### config.mk
export PLATFORM = sky130hd
export DESIGN_NAME = cfg_guard
export DESIGN_NICKNAME = d
export VERILOG_FILES = /design/src/rtl/cfg_guard_pkg.sv /design/src/rtl/cfg_key_decode.sv /design/src/rtl/cfg_unlock_window.sv /design/src/rtl/cfg_key_readback.sv /design/src/rtl/cfg_guard.sv
export SDC_FILE = /design/constraint.sdc
export NUM_CORES = 1
export LEC_CHECK = 0
export ABC_AREA = 1
export CAP_MARGIN = 20
export CORE_MARGIN = 2
export CORE_UTILIZATION = 31
export CTS_BUF_LIST = sky130_fd_sc_hd__clkbuf_8
export DETAILED_ROUTE_END_ITERATION = 6
export MAX_ROUTING_LAYER = met4
export PLACE_DENSITY = 0.78
export REMOVE_ABC_BUFFERS = 1
export SLEW_MARGIN = 40
export SYNTH_ARGS = -nofsm -noshare
export SYNTH_HDL_FRONTEND = slang
export SYNTH_HIERARCHICAL = 1
export SYNTH_SLANG_ARGS = --single-unit
### constraint.sdc
create_clock -name clk -period 1.2 [get_ports clk]
set_input_delay 0.24 -clock clk [delete_from_list [all_inputs] [get_ports clk]]
set_output_delay 0.24 -clock clk [all_outputs]
set_load 0.05 [all_outputs]
### src/rtl/cfg_guard_pkg.sv
package cfg_guard_pkg;
  // Result of decoding one bus write against the key register
  typedef enum logic [1:0] {
    KEY_NONE = 2'd0,
    KEY_GOOD = 2'd1,
    KEY_BAD  = 2'd2
  } key_cmd_e;
endpackage

### src/rtl/cfg_key_decode.sv
module cfg_key_decode
  import cfg_guard_pkg::*;
#(
  parameter int AW = 6,
  parameter int DW = 8,
  parameter logic [AW-1:0] KEY_ADDR = 6'h3C,
  parameter logic [DW-1:0] KEY_VAL = 8'hD8,
  parameter int NPROT = 3,
  parameter logic [NPROT*AW-1:0] PROT_ADDRS = {6'h31, 6'h36, 6'h35}
) (
  input  logic [AW-1:0]    io_addr,
  input  logic [DW-1:0]    io_wdata,
  input  logic             io_we,
  output key_cmd_e         key_cmd,
  output logic [NPROT-1:0] prot_sel
);
  logic key_wr;

  assign key_wr = io_we && (io_addr == KEY_ADDR);

  always_comb begin
    if (!key_wr)                key_cmd = KEY_NONE;
    else if (io_wdata == KEY_VAL) key_cmd = KEY_GOOD;
    else                        key_cmd = KEY_BAD;
  end

  for (genvar g = 0; g < NPROT; g++) begin : g_sel
    assign prot_sel[g] = io_we && (io_addr == PROT_ADDRS[g*AW +: AW]);
  end
endmodule

### src/rtl/cfg_unlock_window.sv
module cfg_unlock_window
  import cfg_guard_pkg::*;
#(
  parameter int WIN_LEN = 4
) (
  input  logic     clk,
  input  logic     rst_n,
  input  key_cmd_e key_cmd,
  input  logic     prot_fire,
  input  logic     insn_retire,
  output logic     win_open
);
  localparam int CW = $clog2(WIN_LEN + 1);
  localparam logic [CW-1:0] WIN_CNT = CW'(WIN_LEN);

  logic [CW-1:0] cnt_q, cnt_d;
  logic          cnt_en;

  assign win_open = (cnt_q != '0);

  // next-state: key write wins, then one-shot close, then retire countdown
  always_comb begin
    cnt_en = 1'b0;
    cnt_d  = cnt_q;
    if (key_cmd == KEY_GOOD) begin
      cnt_en = 1'b1;
      cnt_d  = WIN_CNT;
    end else if (key_cmd == KEY_BAD || prot_fire) begin
      cnt_en = 1'b1;
      cnt_d  = '0;
    end else if (win_open && insn_retire) begin
      cnt_en = 1'b1;
      cnt_d  = cnt_q - 1'b1;
    end
  end

  always_ff @(posedge clk or negedge rst_n) begin
    if (!rst_n)      cnt_q <= '0;
    else if (cnt_en) cnt_q <= cnt_d;
  end

  a_r3_no_overflow: assert property (@(posedge clk) disable iff (!rst_n)
    cnt_q <= WIN_CNT);
  a_r2_open_full: assert property (@(posedge clk) disable iff (!rst_n)
    key_cmd == KEY_GOOD |=> cnt_q == WIN_CNT);
  a_r3_one_step: assert property (@(posedge clk) disable iff (!rst_n)
    (win_open && insn_retire && key_cmd == KEY_NONE && !prot_fire)
      |=> cnt_q == $past(cnt_q) - 1'b1);
  a_r3_hold: assert property (@(posedge clk) disable iff (!rst_n)
    (!insn_retire && key_cmd == KEY_NONE && !prot_fire) |=> $stable(cnt_q));
endmodule

### src/rtl/cfg_key_readback.sv
module cfg_key_readback #(
  parameter int AW = 6,
  parameter int DW = 8,
  parameter logic [AW-1:0] KEY_ADDR = 6'h3C
) (
  input  logic [AW-1:0] io_raddr,
  input  logic          win_open,
  output logic [DW-1:0] key_rdata
);
  always_comb begin
    key_rdata = '0;
    if (io_raddr == KEY_ADDR) key_rdata[0] = win_open;
  end
endmodule

### src/rtl/cfg_guard.sv
module cfg_guard
  import cfg_guard_pkg::*;
#(
  parameter int AW = 6,
  parameter int DW = 8,
  parameter logic [AW-1:0] KEY_ADDR = 6'h3C,
  parameter logic [DW-1:0] KEY_VAL = 8'hD8,
  parameter int NPROT = 3,
  parameter logic [NPROT*AW-1:0] PROT_ADDRS = {6'h31, 6'h36, 6'h35},
  parameter int WIN_LEN = 4
) (
  input  logic             clk,
  input  logic             rst_n,
  input  logic [AW-1:0]    io_addr,
  input  logic [DW-1:0]    io_wdata,
  input  logic             io_we,
  input  logic             insn_retire,
  input  logic [AW-1:0]    io_raddr,
  output logic [DW-1:0]    key_rdata,
  output logic [NPROT-1:0] prot_we,
  output logic             irq_block
);
  key_cmd_e         key_cmd;
  logic [NPROT-1:0] prot_sel;
  logic             win_open;

  cfg_key_decode #(
    .AW(AW), .DW(DW), .KEY_ADDR(KEY_ADDR), .KEY_VAL(KEY_VAL),
    .NPROT(NPROT), .PROT_ADDRS(PROT_ADDRS)
  ) u_dec (
    .io_addr(io_addr), .io_wdata(io_wdata), .io_we(io_we),
    .key_cmd(key_cmd), .prot_sel(prot_sel)
  );

  cfg_unlock_window #(.WIN_LEN(WIN_LEN)) u_win (
    .clk(clk), .rst_n(rst_n), .key_cmd(key_cmd),
    .prot_fire(|prot_we), .insn_retire(insn_retire), .win_open(win_open)
  );

  cfg_key_readback #(.AW(AW), .DW(DW), .KEY_ADDR(KEY_ADDR)) u_rb (
    .io_raddr(io_raddr), .win_open(win_open), .key_rdata(key_rdata)
  );

  assign prot_we   = prot_sel & {NPROT{win_open}};
  assign irq_block = win_open;

  a_r4_single_target: assert property (@(posedge clk) disable iff (!rst_n)
    $onehot0(prot_we));
  a_r6_one_shot: assert property (@(posedge clk) disable iff (!rst_n)
    ((|prot_we) && key_cmd == KEY_NONE) |=> !irq_block);
  a_r7_bad_key: assert property (@(posedge clk) disable iff (!rst_n)
    key_cmd == KEY_BAD |=> (!irq_block && key_rdata[DW-1:1] == '0));
  a_r2_opens: assert property (@(posedge clk) disable iff (!rst_n)
    key_cmd == KEY_GOOD |=> irq_block);
endmodule

==> impl_metrics.yaml <==
status:
  status: "complete, but fails checks"
  violations: "setup timing"
synthesis:
  netlist_area_sq_um: 482
  ys_ff_latch: 3
  synth.avg_cell_area_sq_um: 5.41
  ys_seq_area_share_pct: 15.6
  synthDistinctLibCells: 20
  yosysWarningCount: 6
  syn_inst: 89
flow_run:
  max_cap_violations: 0
final_layout:
  fin_cells: 143
  largest_reg_flops: 3
  layout.nets: 154
  area_growth_pct: 99.0
  max_flop_register: "u_win/cnt_q"
  drive_gt1_share_pct: 26.0
  antenna_cells: 0
  reg_top3: "u_win/cnt_q: 3 flops"
  design_area_sq_um: 958
  final_core_util_pct: 64.4
critical_path:
  worstReg2RegStart: "u_win/cnt_q[1]"
  worstPathCellList: "inv_2 -> ha_4 -> ha_4 -> inv_6 -> nand2_1 -> inv_2 -> buf_12"
  path_buf_inv: 4
  max_stage_delay_ns: 0.36
  cp.arrival_ns: 1.34
  reg2reg_slack_ns: -0.29
  r2r_cells: 10
  path_class: "reg2out"
  cp.depth: 7
  worst_setup_path_end_kind: "primary output"
  required_ns: 0.96
  cpMaxStageDelayCell: "dfrtp_1"
  critPathTopFamily: "flip-flops"
  path_max_fanout: 6
  startpoint_type: "register"
  worstReg2RegEnd: "u_win/cnt_q[0]"
power:
  ir_worst_vdd_v: 0.00106
  power_density_nw_per_um2: 1400
  power.total_mw: 1.34
  power_leakage_nw: 0.504
detailed_routing:
  num_vias: 625
  drt-vias-per-instance: 4.37
  routedWlPerCell_um: 9.71
  drt_iter0_drc: 6
  drt_wl_total_mm: 1.39
  first_pass_iters: 2
  drc: 0
  final_antenna_net_count: 0
global_routing:
  grt_usage_pct: 15.8
  grt_pass1_vias: 590
  grt_pass1_wl_mm: 2.21
  grt_overflow: 0
  antenna_found_initial: 0
  grt_start_max_net_pins: 7
die:
  core_sq_um: 1490
  fp-row-count: 14
  die_h_um: 43.4
  boundaryPins: 36
  die_x_um: 43.4
  die_area_sq_um: 1890
  initial_core_util_pct: 32.4
sta:
  min_period_ns: 1.58
  grt_setup_unrepaired: "true"
  timing.final.crit_share_pct: 132
  clock_skew_ns: 0.00418
  setup_violations: 8
  hold_violations: 0
  max_freq_mhz: 633
  maxSlewViolCount: 0
  holdWs_ns: 0.213
  setup_slack_ns: -0.381
  tns_ns: -2.60
place:
  gp_congestion: 0.786
  post_dp_cell_area_sq_um: 825
  placed_cells: 135
  place_ws_ns: -0.467
  dpl.hpwl_mm: 1.02
  io_buffers: 28
cts:
  insertion_delay_ns: 0.22
  cts_max_level: 1
  clkSinkCount: 3
  cts-hold-fix-buffers: 0
  numCtsBuffers: 3
  clockBufferDepth: 2
  clk_pin_slew_ns: 0.03
  cts_tree: "built"
  cts_root_buf: "clkbuf_8"
worst_hold_path:
  hp-class: "in2async"
## Yosys cell counts, drive strengths merged
master | number | area (sq um)
xor2 | 1 | 8.76
nor2 | 19 | 73.8
dfrtp | 3 | 75.1
o21ai | 1 | 5.00
a21oi | 2 | 13.8
inv | 21 | 78.8
buf | 7 | 52.6
clkinv | 1 | 3.75
ha | 2 | 25.0
nand4 | 1 | 6.26
nor3 | 1 | 10.0
or2 | 1 | 6.26
nand2 | 23 | 88.8
conb | 1 | 3.75
nand3 | 5 | 30.0
## worst max-delay path by stage
stage	slack [ns]	startpoint	end
final	-0.38	u_win/cnt_q[1]	prot_we[1]
after detailed placement	-0.47	io_addr[2]	prot_we[2]
after global routing	-0.43	u_win/cnt_q[1]	prot_we[1]
after global placement	-0.43	io_addr[2]	prot_we[2]
after floorplan	-0.61	u_win/cnt_q[0]	key_rdata[0]
after CTS	-0.39	u_win/cnt_q[1]	key_rdata[0]
## kinds of logic after synthesis
logic type      count (synthesis)  share of synthesized area, %
flops                           3                          15.6
compound gates                  3                          3.89
buf+inv                        29                          28.1
other cells                     1                         0.778
xor+xnor                        1                          1.82
simple gates                   50                          44.7
fa+ha+maj                       2                          5.19
## layout by cell type, fill, tap and decap left out, types with 2 or more instances in the layout
cell	n
nand2_1	21
clkdlybuf4s50_1	19
conb_1	7
clkbuf_8	3
dfrtp_1	3
buf_4	7
buf_12	5
inv_2	7
nand3_1	3
nor2_1	17
ha_4	2
nand2_2	2
dlygate4sd2_1	3
inv_1	14
## routing by layer
metal,global-route usage [%],share of wire (%),up-vias,routed length (um)
met5,-,0,-,0
met4,6.67,1.7,0,23
met3,4.17,7.9,4,110
met2,32.5,57,29,789
met1,12.5,34,273,466
li1,-,-,319,-
## where the power goes
part	total, mW	switching [mW]	internal (mW)	leakage (nW)
Clock	0.282	0.0646	0.218	0.0269
Sequential	0.183	0.0285	0.154	0.0365
Combinational	0.874	0.443	0.432	0.441
Total	1.34	0.536	0.804	0.504
## what timing repair did
| action | 4_1_cts | 5_1_grt |
|---|---|---|
| resized for setup | 16 | 7 |
| setup endpoints to repair | 8 | 8 |
| pin swaps | 8 | 5 |
| setup buffers | 2 | 2 |
## worst reg2reg max path: stages (launching register included)
cell and delay (ns):
dfrtp_1 0.38, inv_2 0.08, ha_4 0.14, ha_4 0.15
inv_6 0.04, nand2_1 0.10, buf_4 0.12, nand3_2 0.10
a21oi_4 0.15, nand2_1 0.07, nor2_1 0.09
## area by class of cell
cell class	count	area [sq um]
clock buffers	3	41.3
clock inverters	1	3.75
fillers	110	531
inverters	22	87.6
multi-input cells	63	349
flip-flops and latches	3	75.1
well taps	16	20.0
repair buffers	35	382
Note: power is estimated with default switching activity, not from simulation.
